==> config.mk <==
export PLATFORM = sky130hd
export DESIGN_NAME = memdep_pred
export DESIGN_NICKNAME = d
export VERILOG_FILES = /design/src/rtl/ldp_pkg.sv /design/src/rtl/ldp_table.sv /design/src/rtl/ldp_lbuf.sv /design/src/rtl/memdep_pred.sv
export SDC_FILE = /design/constraint.sdc
export NUM_CORES = 1
export LEC_CHECK = 0
export BUFFER_PORTS_ARGS = -buffer_cell sky130_fd_sc_hd__buf_2
export CAP_MARGIN = 10
export CORE_AREA = 2 2 235 237
export DETAILED_ROUTE_END_ITERATION = 12
export DIE_AREA = 0 0 237 239
export PLACE_DENSITY = 0.83
export SLEW_MARGIN = 20
export SYNTH_ARGS = -nofsm -noshare
export SYNTH_HDL_FRONTEND = slang
export SYNTH_SLANG_ARGS = --single-unit
==> constraint.sdc <==
create_clock -name clk -period 4.25 [get_ports clk]
set_input_delay 0.2125 -clock clk [delete_from_list [all_inputs] [get_ports clk]]
set_output_delay 0.2125 -clock clk [all_outputs]
set_load 0.02 [all_outputs]
==> src/rtl/ldp_pkg.sv <==
`timescale 1ns/1ps
package ldp_pkg;
  localparam int LDP_IP_W   = 12;
  localparam int LDP_IDX_W  = 6;
  localparam int LDP_CNT_W  = 4;
  localparam int LDP_LB_N   = 8;
  localparam int LDP_ADDR_W = 32;
endpackage

==> src/rtl/ldp_table.sv <==
`timescale 1ns/1ps
module ldp_table #(
  parameter int IP_W  = ldp_pkg::LDP_IP_W,
  parameter int IDX_W = ldp_pkg::LDP_IDX_W,
  parameter int CNT_W = ldp_pkg::LDP_CNT_W
) (
  input  logic             clk,
  input  logic             rst_n,
  input  logic [IP_W-1:0]  rd_ip,
  output logic [IDX_W-1:0] rd_idx,
  output logic             rd_sat,
  input  logic             wr_en,
  input  logic [IDX_W-1:0] wr_idx,
  input  logic             wr_clear
);
  localparam int ENTRIES = 1 << IDX_W;
  localparam logic [CNT_W-1:0] CNT_MAX = {CNT_W{1'b1}};

  logic [CNT_W-1:0] conf_q [ENTRIES];

  // fold the two low IP chunks into one table index
  function automatic logic [IDX_W-1:0] fold_ip(input logic [IP_W-1:0] ip);
    return ip[IDX_W-1:0] ^ ip[2*IDX_W-1:IDX_W];
  endfunction

  // saturating increment
  function automatic logic [CNT_W-1:0] bump(input logic [CNT_W-1:0] c);
    return (c == CNT_MAX) ? c : c + 1'b1;
  endfunction

  assign rd_idx = fold_ip(rd_ip);
  assign rd_sat = (conf_q[rd_idx] == CNT_MAX);

  always_ff @(posedge clk) begin
    if (!rst_n) begin
      for (int i = 0; i < ENTRIES; i++) conf_q[i] <= '0;
    end else if (wr_en) begin
      conf_q[wr_idx] <= wr_clear ? '0 : bump(conf_q[wr_idx]);
    end
  end
endmodule

==> src/rtl/ldp_lbuf.sv <==
`timescale 1ns/1ps
module ldp_lbuf #(
  parameter int LB_N   = ldp_pkg::LDP_LB_N,
  parameter int ADDR_W = ldp_pkg::LDP_ADDR_W,
  parameter int IDX_W  = ldp_pkg::LDP_IDX_W,
  localparam int SLOT_W = $clog2(LB_N)
) (
  input  logic              clk,
  input  logic              rst_n,
  input  logic              alloc_en,
  input  logic [ADDR_W-1:0] alloc_addr,
  input  logic [IDX_W-1:0]  alloc_hidx,
  input  logic              alloc_unk,
  input  logic              alloc_go,
  output logic              free_any,
  output logic [SLOT_W-1:0] free_slot,
  input  logic              rel_en,
  output logic              rel_valid,
  output logic [SLOT_W-1:0] rel_slot,
  input  logic              st_valid,
  input  logic [ADDR_W-1:0] st_addr,
  input  logic [LB_N-1:0]   st_mask,
  output logic              viol_valid,
  output logic [SLOT_W-1:0] viol_slot,
  input  logic              cm_valid,
  input  logic [SLOT_W-1:0] cm_slot,
  output logic              cm_update,
  output logic              cm_conflict,
  output logic [IDX_W-1:0]  cm_hidx
);
  logic [LB_N-1:0]   live_q, upd_q, spec_q, blk_q, clash_q;
  logic [ADDR_W-1:0] addr_q [LB_N];
  logic [IDX_W-1:0]  hidx_q [LB_N];
  logic [LB_N-1:0]   hit;

  function automatic logic [SLOT_W-1:0] first_one(input logic [LB_N-1:0] v);
    logic [SLOT_W-1:0] r;
    r = '0;
    for (int i = LB_N - 1; i >= 0; i--) if (v[i]) r = SLOT_W'(i);
    return r;
  endfunction

  // store search: one comparator per slot
  for (genvar g = 0; g < LB_N; g++) begin : g_cmp
    assign hit[g] = st_valid && live_q[g] && spec_q[g] && st_mask[g] &&
                    (addr_q[g] == st_addr);
  end

  assign free_any    = ~&live_q;
  assign free_slot   = first_one(~live_q);
  assign rel_valid   = rel_en && (|blk_q);
  assign rel_slot    = first_one(blk_q);
  assign cm_update   = upd_q[cm_slot];
  assign cm_conflict = clash_q[cm_slot];
  assign cm_hidx     = hidx_q[cm_slot];

  always_ff @(posedge clk) begin
    if (!rst_n) begin
      live_q <= '0; upd_q <= '0; spec_q <= '0; blk_q <= '0; clash_q <= '0;
      viol_valid <= 1'b0;
      viol_slot  <= '0;
      for (int i = 0; i < LB_N; i++) begin
        addr_q[i] <= '0;
        hidx_q[i] <= '0;
      end
    end else begin
      viol_valid <= |hit;
      viol_slot  <= first_one(hit);
      clash_q    <= clash_q | hit;
      if (rel_valid) blk_q[rel_slot] <= 1'b0;
      if (alloc_en) begin
        live_q[free_slot]  <= 1'b1;
        upd_q[free_slot]   <= alloc_unk;
        spec_q[free_slot]  <= alloc_unk && alloc_go;
        blk_q[free_slot]   <= alloc_unk && !alloc_go;
        clash_q[free_slot] <= 1'b0;
        addr_q[free_slot]  <= alloc_addr;
        hidx_q[free_slot]  <= alloc_hidx;
      end
      if (cm_valid) begin
        live_q[cm_slot]  <= 1'b0;
        upd_q[cm_slot]   <= 1'b0;
        spec_q[cm_slot]  <= 1'b0;
        blk_q[cm_slot]   <= 1'b0;
        clash_q[cm_slot] <= 1'b0;
      end
    end
  end
endmodule

==> src/rtl/memdep_pred.sv <==
`timescale 1ns/1ps
module memdep_pred #(
  parameter int IP_W   = ldp_pkg::LDP_IP_W,
  parameter int IDX_W  = ldp_pkg::LDP_IDX_W,
  parameter int CNT_W  = ldp_pkg::LDP_CNT_W,
  parameter int LB_N   = ldp_pkg::LDP_LB_N,
  parameter int ADDR_W = ldp_pkg::LDP_ADDR_W,
  localparam int SLOT_W = $clog2(LB_N)
) (
  input  logic              clk,
  input  logic              rst_n,
  input  logic              ld_valid,
  input  logic [IP_W-1:0]   ld_ip,
  input  logic [ADDR_W-1:0] ld_addr,
  input  logic              ld_older_unk,
  output logic              ld_rdy,
  output logic [SLOT_W-1:0] ld_slot,
  output logic              ld_go,
  input  logic              st_all_known,
  output logic              rel_valid,
  output logic [SLOT_W-1:0] rel_slot,
  input  logic              st_valid,
  input  logic [ADDR_W-1:0] st_addr,
  input  logic [LB_N-1:0]   st_ld_mask,
  input  logic              cm_valid,
  input  logic [SLOT_W-1:0] cm_slot,
  output logic              viol_valid,
  output logic [SLOT_W-1:0] viol_slot
);
  logic             tbl_sat;
  logic [IDX_W-1:0] tbl_idx;
  logic             alloc_en;
  logic             train_we;
  logic             cm_update, cm_conflict;
  logic [IDX_W-1:0] cm_hidx;

  assign alloc_en = ld_valid && ld_rdy;
  assign ld_go    = alloc_en && (!ld_older_unk || tbl_sat);
  assign train_we = cm_valid && cm_update;

  ldp_table #(.IP_W(IP_W), .IDX_W(IDX_W), .CNT_W(CNT_W)) table_i (
    .clk(clk), .rst_n(rst_n),
    .rd_ip(ld_ip), .rd_idx(tbl_idx), .rd_sat(tbl_sat),
    .wr_en(train_we), .wr_idx(cm_hidx), .wr_clear(cm_conflict)
  );

  ldp_lbuf #(.LB_N(LB_N), .ADDR_W(ADDR_W), .IDX_W(IDX_W)) lbuf_i (
    .clk(clk), .rst_n(rst_n),
    .alloc_en(alloc_en), .alloc_addr(ld_addr), .alloc_hidx(tbl_idx),
    .alloc_unk(ld_older_unk), .alloc_go(ld_go),
    .free_any(ld_rdy), .free_slot(ld_slot),
    .rel_en(st_all_known), .rel_valid(rel_valid), .rel_slot(rel_slot),
    .st_valid(st_valid), .st_addr(st_addr), .st_mask(st_ld_mask),
    .viol_valid(viol_valid), .viol_slot(viol_slot),
    .cm_valid(cm_valid), .cm_slot(cm_slot),
    .cm_update(cm_update), .cm_conflict(cm_conflict), .cm_hidx(cm_hidx)
  );
endmodule

* Word level (Yosys, flattened, before mapping)
Memory sizes are Yosys's and may differ from the RTL's.
Index checks and enable logic that the tools add are counted.
** Operators by class
- Add/subtract/negate cells :: 1
- Eq/ne operators :: 10
- Multiplexer cells :: 71
- Reduce and logical (&&, ||, !) cells :: 54
- Bitwise operators :: 15
- Order comparisons :: 6
** Operator list (number)
- $eq 32x32->1 :: 8
- $mux 8 :: 17
- $mux 3 :: 22
- $and 8x8->8 :: 7
- $logic_and 1x1->1 :: 41
- $mux 32 :: 1
- $not 8->8 :: 4
- $reduce_or 32->1 :: 1
- $bwmux 8 :: 3
- $mux 1 :: 16
- $or 8x8->8 :: 2
- $reduce_or 8->1 :: 2
- $lt 3x4->1 const B :: 3
- $mux 4 :: 3
- $mux 6 :: 2
- $demux 1 s3 :: 3
- $ge 3x1->1 const B :: 3
- $eq 4x4->1 const B :: 2
- $reduce_and 8->1 :: 1
- $bmux 1 s3 :: 2
- $reduce_or 6->1 :: 1
- $xor 6x6->6 :: 1
- $reduce_or 5->1 :: 1
- $add 4x1->4 const B :: 1
- other kinds (7) :: 10
** Storage, ports and cells
- Memories kept :: 3
- RAM bits :: 560
- Logic and storage cells :: 169
- Register bits after elaboration :: 44
- Output and inout port bits :: 13
- Bits of input ports :: 94
** Memory list
- lbuf_i.addr_q :: depth 8, width 32, rd ports 8, clocked after memory_dff 0, write ports 8, RTL line ldp_lbuf.sv:32 : logic [ADDR_W-1:0] addr_q [LB_N];
- table_i.conf_q :: depth 64, width 4, rd ports 2, clocked after memory_dff 0, write ports 64, RTL line ldp_table.sv:19 : logic [CNT_W-1:0] conf_q [ENTRIES];
- lbuf_i.hidx_q :: depth 8, width 6, rd ports 1, clocked after memory_dff 0, write ports 8, RTL line ldp_lbuf.sv:33 : logic [IDX_W-1:0] hidx_q [LB_N];

* Longest topological paths before layout
Gate-level depths: netlist of the first run.
- Word-level depth :: 21
- Gate-level depth with buffers :: 19
- Mapped depth without buffers :: 13

* By module
Synthesis of the first run repeated with hierarchy kept, for this count alone.
** Second synthesis, totals
- Cells, all modules :: 2471
- Area, all modules :: 30859.6 um^2
** By module, submodules not included
- ldp_lbuf :: sequential area each 10009.6 um^2, area each 16768.6 um^2, cells each 1318, times used 1
- ldp_table :: sequential area each 7687.4 um^2, area each 14053.5 um^2, cells each 1149, times used 1
- memdep_pred :: sequential area each 0.0 um^2, area each 37.5 um^2, cells each 4, times used 1

* Worst setup path after synthesis of the first run
OpenSTA, ideal clock, no wires.
- Path kind :: in2reg
- Start :: in cm_slot[0]
- End :: mem table_i.conf_q[62][1] (netlist bit), data pin
- Library setup time :: 0.254 ns
- Slack :: 0.118 ns
- Data required time :: 3.996 ns
- Stages on the path :: 17
- Arrival time :: 3.878 ns
- Path buffers :: 4
- Path through :: buf_4 -> mux2_2 -> mux4_2 -> buf_2 -> buf_6 -> mux2_2 -> o32ai_1 -> a221o_1 -> a2111oi_1 -> nand4b_1 -> inv_1 -> ha_1 -> nand4_1 -> or3_4 -> mux2i_4 -> buf_6 -> nor2_1
** RTL lines
- start: declaration :: RTL line memdep_pred.sv:26 : input logic [SLOT_W-1:0] cm_slot,
- end: declaration :: RTL line ldp_table.sv:19

==> results.yml, run 1 <==
run_status:
  status: "finished with violations"
  violations: "negative setup slack"
logic_synthesis:
  synth_area_sq_um: 30000
  yosys.area.top_type: "edfxtp_1"
  synth.area.top_cells: "edfxtp_1 56%, and3_1 5.5%, xnor2_1 4.5%, nor2_1 4.3%, xor2_1 3.3%"
  ys_seq_area_share_pct: 59.0
  synth_nets: 2644
  ys_types: 69
  syn_avg_cell_area_sq_um: 11.8
  synth-edff-count: 560
  synth_top_area_share_pct: 56.1
  synth_seq_cells: 604
  ys_dominant_reg_cell: "edfxtp_1"
  synth_commonest_cells: "560 x edfxtp_1, 342 x nor2_1, 264 x and3_1"
  yosysMostFrequentCell: "edfxtp_1"
  async_flop_share_pct: 0
  yosysWarnings: 0
  netlist_instances: 2549
critical_path:
  r2r_start: "lbuf_i.hidx_q[4][2]$_SDFFCE_PN0P_"
  critPathCapture: "table_i.conf_q[46][0]$_SDFFCE_PN0P_"
  worst-path-buf-inv: 6
  cp_max_fo: 8
  worst_setup_path_end_kind: "flip-flop"
  criticalPathCategory: "flip-flop to flip-flop"
  cp.required_ns: 4.62
  cp-startpoint: "lbuf_i.hidx_q[4][2]$_SDFFCE_PN0P_"
  cpMaxStageDelayCell: "mux4_4"
  crit_chain: "mux2_4 > mux4_4 > buf_6 > mux2_4 > o32ai_2 > a221o_1 > a2111oi_4 > buf_4 > nand4b_1 > inv_2 > ha_4 > nand4_1 > or3_4 > buf_6 > xnor2_4 > buf_12 > clkbuf_16 > nor2_1"
  critPathMaxStageDelay_ns: 0.68
  critPathArrivalTime_ns: 4.93
  critPathTopFamily: "multiplexers"
  reg2reg_depth: 18
  startpoint_type: "flip-flop"
  r2r_end: "table_i.conf_q[46][0]$_SDFFCE_PN0P_"
  rrSetupSlack_ns: -0.31
  worstSetupPathDepth: 18
detailed_routing:
  drt-wirelength-per-cell_microns: 29.7
  drtPass1Iterations: 8
  vias: 24100
  antenna_left: 0
  drc: 0
  totalWireLength_microns: 104000
  drt-initial-drc-count: 4148
  viasPerCell: 6.90
grt:
  grt_usage_pct: 34.8
  grt_use_met2_pct: 52.9
  grt_busiest_layer: "met2"
  use_met1_pct: 46.2
  antenna_found_initial: 3
  grt_max_degree: 229
  grt_overflow: 0
  grt_use_met3_pct: 9.92
  grt_pass1_vias: 22500
  grt_pass1_wl_microns: 146000
hold_path:
  whs_path_depth: 2
  hold_path.class: "input pin to flip-flop"
final_layout:
  nFillCells: 3879
  finalNetCount: 2830
  post-route-util_pct: 65.3
  final_cells: 3493
  syn_to_final_growth_pct: 18.3
  drive_gt1_share_pct: 21.7
clock_tree:
  ctsRootBufferMaster: "clkbuf_16"
  cts-htree-levels: 2
  clkSlewWorstSetupHoldPaths_ns: 0.06
  clock_latency_ns: 0.69
  clock-sinks: 604
  clk_path_buf_depth: 3
  tritoncts: "done"
  cts_buffers: 60
sta:
  fmax_mhz: 219
  tns_ns: -31.46
  slew_headroom_pct: 22.6
  clock_skew_ns: 0.0723
  fin_ws_ns: -0.306
  fin_crit_ns: 4.56
  worstMarginPinSlew_ns: 1.16
  finalHoldViolCount: 0
  drv_slew: 0
  rsz0062_at_grt: "true"
  setup_viol: 150
  finalCritPeriodShare_pct: 107
power:
  seqPwrFrac_pct: 43.0
  power_frac_comb_pct: 25.1
  sw_frac_of_total_pct: 30.9
  vdd.ir_drop.worst_uv: 421
  p_int_w: 0.0110
  p_sw_w: 0.00492
  p_leak_nw: 13.6
  p_per_area_nw_per_um2: 449
  pwr-share-clk_pct: 32.0
floorplan:
  die_y_microns: 239
  start_util_pct: 55.2
  die_area_sq_um: 56600
  fp.dieW_microns: 237
  num_rows: 86
  boundaryPins: 107
  core-area_sq_um: 54300
placement:
  portBuffers: 106
  place_congestion: 1.01
  dpl.hpwl_microns: 65800
  dp_slack_ns: -0.439
  place_inst: 3314
run:
  cap_viol_max_count: 0
[cells by family after synthesis]
| family | after synthesis | share of synthesized area [%] |
|---|---|---|
| flops | 604 | 59.0 |
| simple gates | 1094 | 18.1 |
| xor+xnor | 266 | 7.83 |
| mux | 160 | 6.96 |
| fa+ha+maj | 1 | 0.0417 |
| compound gates | 221 | 4.72 |
| buf+inv | 203 | 3.35 |
[flip-flops by register name (all words and copies together), names as in the netlist]
name,count
table_i.conf_q,256
lbuf_i.viol_valid,1
lbuf_i.blk_q,8
lbuf_i.viol_slot,3
lbuf_i.hidx_q,48
lbuf_i.addr_q,256
lbuf_i.live_q,8
lbuf_i.upd_q,8
lbuf_i.spec_q,8
lbuf_i.clash_q,8
[worst reg2reg max path, cell delays in order (launching register included)]
cell and delay, ns:
edfxtp_1 0.42, mux2_4 0.29, mux4_4 0.68, buf_6 0.17, mux2_4 0.19, o32ai_2 0.06, a221o_1 0.31, a2111oi_4 0.34
buf_4 0.17, nand4b_1 0.14, inv_2 0.12, ha_4 0.13, nand4_1 0.09, or3_4 0.40, buf_6 0.15, xnor2_4 0.17
buf_12 0.19, clkbuf_16 0.21, nor2_1 0.06
[cells in the final DEF (no fill, tap or decap), types with 6 or more instances in the layout]
| cell | n |
|---|---|
| a211oi_1 | 8 |
| a21oi_1 | 41 |
| a221oi_1 | 11 |
| a311oi_1 | 7 |
| a32oi_1 | 11 |
| and2_1 | 7 |
| and3_1 | 263 |
| buf_12 | 15 |
| buf_16 | 7 |
| buf_2 | 105 |
| buf_4 | 141 |
| buf_6 | 16 |
| clkbuf_1 | 16 |
| clkbuf_16 | 72 |
| clkinv_1 | 14 |
| clkinv_2 | 9 |
| dfxtp_1 | 44 |
| dlygate4sd3_1 | 15 |
| edfxtp_1 | 560 |
| inv_1 | 11 |
| mux2_2 | 34 |
| mux2i_1 | 83 |
| mux4_2 | 33 |
| nand2_1 | 174 |
| nand2_2 | 7 |
| nand2b_1 | 10 |
| nand3_1 | 18 |
| nand4_1 | 110 |
| nor2_1 | 240 |
| nor2_2 | 15 |
| nor2_4 | 87 |
| nor3_1 | 91 |
| nor4_1 | 37 |
| o21ai_0 | 81 |
| o22a_1 | 6 |
| o22ai_1 | 8 |
| or2_2 | 6 |
| or3_1 | 7 |
| xnor2_1 | 150 |
| xor2_1 | 111 |
[worst min-delay path by stage]
stage	start	endpoint	slack [ns]
final	ld_addr[16]	lbuf_i.addr_q[2][16]$_SDFFCE_PN0P_	0.02
after global placement	lbuf_i.upd_q[2]$_SDFF_PN0_	lbuf_i.upd_q[2]$_SDFF_PN0_	0.44
after floorplan	lbuf_i.upd_q[2]$_SDFF_PN0_	lbuf_i.upd_q[2]$_SDFF_PN0_	0.43
after global routing	ld_addr[20]	lbuf_i.addr_q[7][20]$_SDFFCE_PN0P_	0.03
after detailed placement	lbuf_i.upd_q[6]$_SDFF_PN0_	lbuf_i.upd_q[6]$_SDFF_PN0_	0.45
after CTS	ld_addr[21]	lbuf_i.addr_q[1][21]$_SDFFCE_PN0P_	0.004
[power groups by stage]
stage	clock, W	sequential [W]	combinational (W)
floorplan	0	0.00691	0.00143
global placement	0	0.00695	0.00233
detailed placement	0	0.00696	0.00236
CTS	0.00506	0.00684	0.00282
global route	0.00530	0.00686	0.00403
finish	0.00509	0.00684	0.00399
[repair_timing]
action | CTS | global route
endpoints found under the hold margin | 78 | 0
setup endpoints to repair | 140 | 251
pin swaps | 14 | 86
gates resized for setup | 43 | 202
setup buffers | 18 | 8
cloned | 6 | 17
hold buffers | 15 | 0
[per-stage QoR]
step	cell area, sq um	total power (W)	hold WS [ns]
finish	35500	0.0159	0.0200
global route	35500	0.0162	0.0261
CTS	34300	0.0147	0.00428
detailed placement	31800	0.00932	0.448
global placement	31800	0.00927	0.440
floorplan	30000	0.00834	0.433
[layout make-up]
class | count | area, sq um | area share [%]
Antenna cell | 5 | 12.5 | 0.0353
Clock buffer | 77 | 1590 | 4.47
Clock inverter | 34 | 270 | 0.762
Inverter | 12 | 45.0 | 0.127
Multi-Input combinational cell | 1743 | 12200 | 34.5
Sequential cell | 604 | 17700 | 49.9
Tap cell | 704 | 881 | 2.48
Timing Repair Buffer | 314 | 2740 | 7.73
[layer usage]
layer	vias to the layer above	wire, microns
li1	9801	-
met2	2276	45500
met3	496	16200
met4	0	6570
met5	-	0
met1	11500	35400
Power figures use the tool's default switching activity.
==> run 2: changes to the inputs <==
--- a/config.mk
+++ b/config.mk
@@ -7,10 +7,10 @@
 export LEC_CHECK = 0
 export BUFFER_PORTS_ARGS = -buffer_cell sky130_fd_sc_hd__buf_2
 export CAP_MARGIN = 10
-export CORE_AREA = 2 2 235 237
+export CORE_AREA = 2 2 337 339
 export DETAILED_ROUTE_END_ITERATION = 12
-export DIE_AREA = 0 0 237 239
-export PLACE_DENSITY = 0.83
+export DIE_AREA = 0 0 339 341
+export PLACE_DENSITY = 0.5
 export SLEW_MARGIN = 20
 export SYNTH_ARGS = -nofsm -noshare
 export SYNTH_HDL_FRONTEND = slang
==> run 2 against run 1 <==
Effect of this change: clock power grew 17%; cell count grew 23%; sequential share of layout area shrank 1.2 points; via count shrank 7.0%; critical path depth shrank 3; routed wire length grew 8.8%; highest routed layer is now met5; worst setup slack gained 0.18 ns; largest power group unchanged; clock skew shrank 0.046 ns; hold slack gained 0.022 ns; the flow still finishes with violations (negative setup slack); count of clock-buffer cells in the layout grew 13.
==> results.yml, run 2 (synthesis gave the netlist of run 1 again) <==
critical_path:
  critPathArrivalTime_ns: 4.74
  reg2reg_depth: 15
  startpoint_type: "flip-flop"
  criticalPathCategory: "flip-flop to flip-flop"
  cp.required_ns: 4.61
  r2r_start: "lbuf_i.hidx_q[0][2]$_SDFFCE_PN0P_"
  cp_max_fo: 16
  rrSetupSlack_ns: -0.13
  worst_setup_path_end_kind: "flip-flop"
  r2r_end: "table_i.conf_q[40][1]$_SDFFCE_PN0P_"
  cp-startpoint: "lbuf_i.hidx_q[0][2]$_SDFFCE_PN0P_"
sta:
  fmax_mhz: 228
  worstMarginPinSlew_ns: 1.10
  setup_viol: 153
  slew_headroom_pct: 26.2
  fin_crit_ns: 4.38
  tns_ns: -10.39
  clock_skew_ns: 0.0265
  rsz0062_at_grt: "true"
  fin_ws_ns: -0.129
  drv_slew: 0
  finalHoldViolCount: 0
  finalCritPeriodShare_pct: 103
floorplan:
  boundaryPins: 107
  num_rows: 123
  die_area_sq_um: 116000
  fp.dieW_microns: 339
  core-area_sq_um: 112000
  die_y_microns: 341
  start_util_pct: 26.8
grt:
  grt_max_degree: 261
  antenna_found_initial: 5
  grt_pass1_wl_microns: 158000
  grt_usage_pct: 18.7
  grt_overflow: 0
  grt_pass1_vias: 21600
placement:
  place_congestion: 0.915
  dpl.hpwl_microns: 76300
  place_inst: 4155
  portBuffers: 106
  dp_slack_ns: -0.189
power:
  vdd.ir_drop.worst_uv: 286
  power_frac_comb_pct: 19.5
  sw_frac_of_total_pct: 29.2
  p_leak_nw: 13.9
  power_w: 0.0159
  seqPwrFrac_pct: 43.0
  p_sw_w: 0.00464
  p_int_w: 0.0112
  pwr-share-clk_pct: 37.4
  p_per_area_nw_per_um2: 437
final_layout:
  nFillCells: 11300
  post-route-util_pct: 32.5
  antenna_cells: 0
  reg_top3: "lbuf_i.addr_q x256, table_i.conf_q x256, lbuf_i.hidx_q x48"
  final_cell_mix: "560 x edfxtp_1, 335 x nor2_1, 262 x and3_1, 176 x buf_4, 175 x nand2_1"
  finalNetCount: 2854
  syn_to_final_growth_pct: 21.2
  final_cells: 4312
  final_common_cell: "edfxtp_1"
  drive_gt1_share_pct: 20.6
run_status:
  violations: "negative setup slack"
  status: "finished with violations"
clock_tree:
  clock-sinks: 604
  clk_path_buf_depth: 3
  clock_latency_ns: 0.63
  cts_buffers: 69
  tritoncts: "done"
  clkSlewWorstSetupHoldPaths_ns: 0.06
  cts-htree-levels: 3
  ctsRootBufferMaster: "clkbuf_16"
detailed_routing:
  drt-wirelength-per-cell_microns: 26.2
  drtPass1Iterations: 5
  viasPerCell: 5.20
  totalWireLength_microns: 113000
  drt-initial-drc-count: 2800
  antenna_left: 0
  vias: 22400
  drc: 0
run:
  cap_viol_max_count: 0
hold_path:
  whs_path_depth: 2
  hold_path.class: "input pin to flip-flop"
  hold-path-endpoint: "lbuf_i.addr_q[1][26]$_SDFFCE_PN0P_"
  min_from: "ld_addr[26]"
run 2: power groups by stage:
stage / logic, W / registers (W) / clock network, W
detailed placement: 0.00255 / 0.00696 / 0
CTS: 0.00267 / 0.00684 / 0.00603
global route: 0.00322 / 0.00686 / 0.00626
global placement: 0.00254 / 0.00696 / 0
finish: 0.00310 / 0.00684 / 0.00595
floorplan: 0.00143 / 0.00691 / 0
run 2: worst max path at each step:
stage / end / slack, ns / cells past startpoint
2_1_floorplan: table_i.conf_q[62][1]$_SDFFCE_PN0P_ / 0.12 / 17
3_3_place_gp: table_i.conf_q[7][1]$_SDFFCE_PN0P_ / -0.10 / 19
3_5_place_dp: table_i.conf_q[16][1]$_SDFFCE_PN0P_ / -0.19 / 19
4_1_cts: table_i.conf_q[15][1]$_SDFFCE_PN0P_ / -0.01 / 15
5_1_grt: table_i.conf_q[40][1]$_SDFFCE_PN0P_ / -0.26 / 15
6_report: table_i.conf_q[40][1]$_SDFFCE_PN0P_ / -0.13 / 15
run 2: metrics by stage:
| step | cell area [sq um] | hold slack, ns |
|---|---|---|
| 4_1_cts | 35600 | 0.00357 |
| 6_report | 36300 | 0.0425 |
| 2_1_floorplan | 30000 | 0.433 |
| 3_5_place_dp | 33200 | 0.449 |
| 3_3_place_gp | 33200 | 0.440 |
| 5_1_grt | 36300 | 0.0244 |
run 2: worst max-delay path, cell delays in order, from the launching register on:
cell,delay (ns)
edfxtp_1,0.41
mux2_4,0.28
mux4_4,0.74
mux2_4,0.26
o32ai_1,0.07
a221o_1,0.30
a2111oi_2,0.35
nand4b_1,0.16
inv_1,0.12
ha_2,0.21
nand4_1,0.12
or3_4,0.45
mux2i_4,0.23
buf_12,0.15
buf_12,0.16
nor2_1,0.07
run 2: per-layer routing:
metal | vias to the layer above | share of wire (%) | GRT usage, %
met5 | - | 0.020 | 0
met4 | 4 | 3.6 | 6.22
met3 | 203 | 7.5 | 2.78
met2 | 1060 | 47 | 30.1
met1 | 11300 | 42 | 25.6
li1 | 9853 | - | -
run 2: area by class of cell:
class | instances | area, sq um | share of cell area [%]
multi-input cells | 1742 | 11800 | 32.4
clock buffers | 90 | 1890 | 5.20
clock inverters | 34 | 333 | 0.916
flip-flops and latches | 604 | 17700 | 48.7
inverters | 12 | 45.0 | 0.124
well taps | 1500 | 1880 | 5.16
repair buffers | 330 | 2730 | 7.51
run 2: what timing repair did:
action                                 in CTS  in global routing
setup endpoints to repair                 102                243
resized for setup                           9                 90
pin swaps                                   1                 24
gates cloned                                1                 14
setup buffers                               6                 13
endpoints found under the hold margin       9                  0
hold buffers                                2                  0
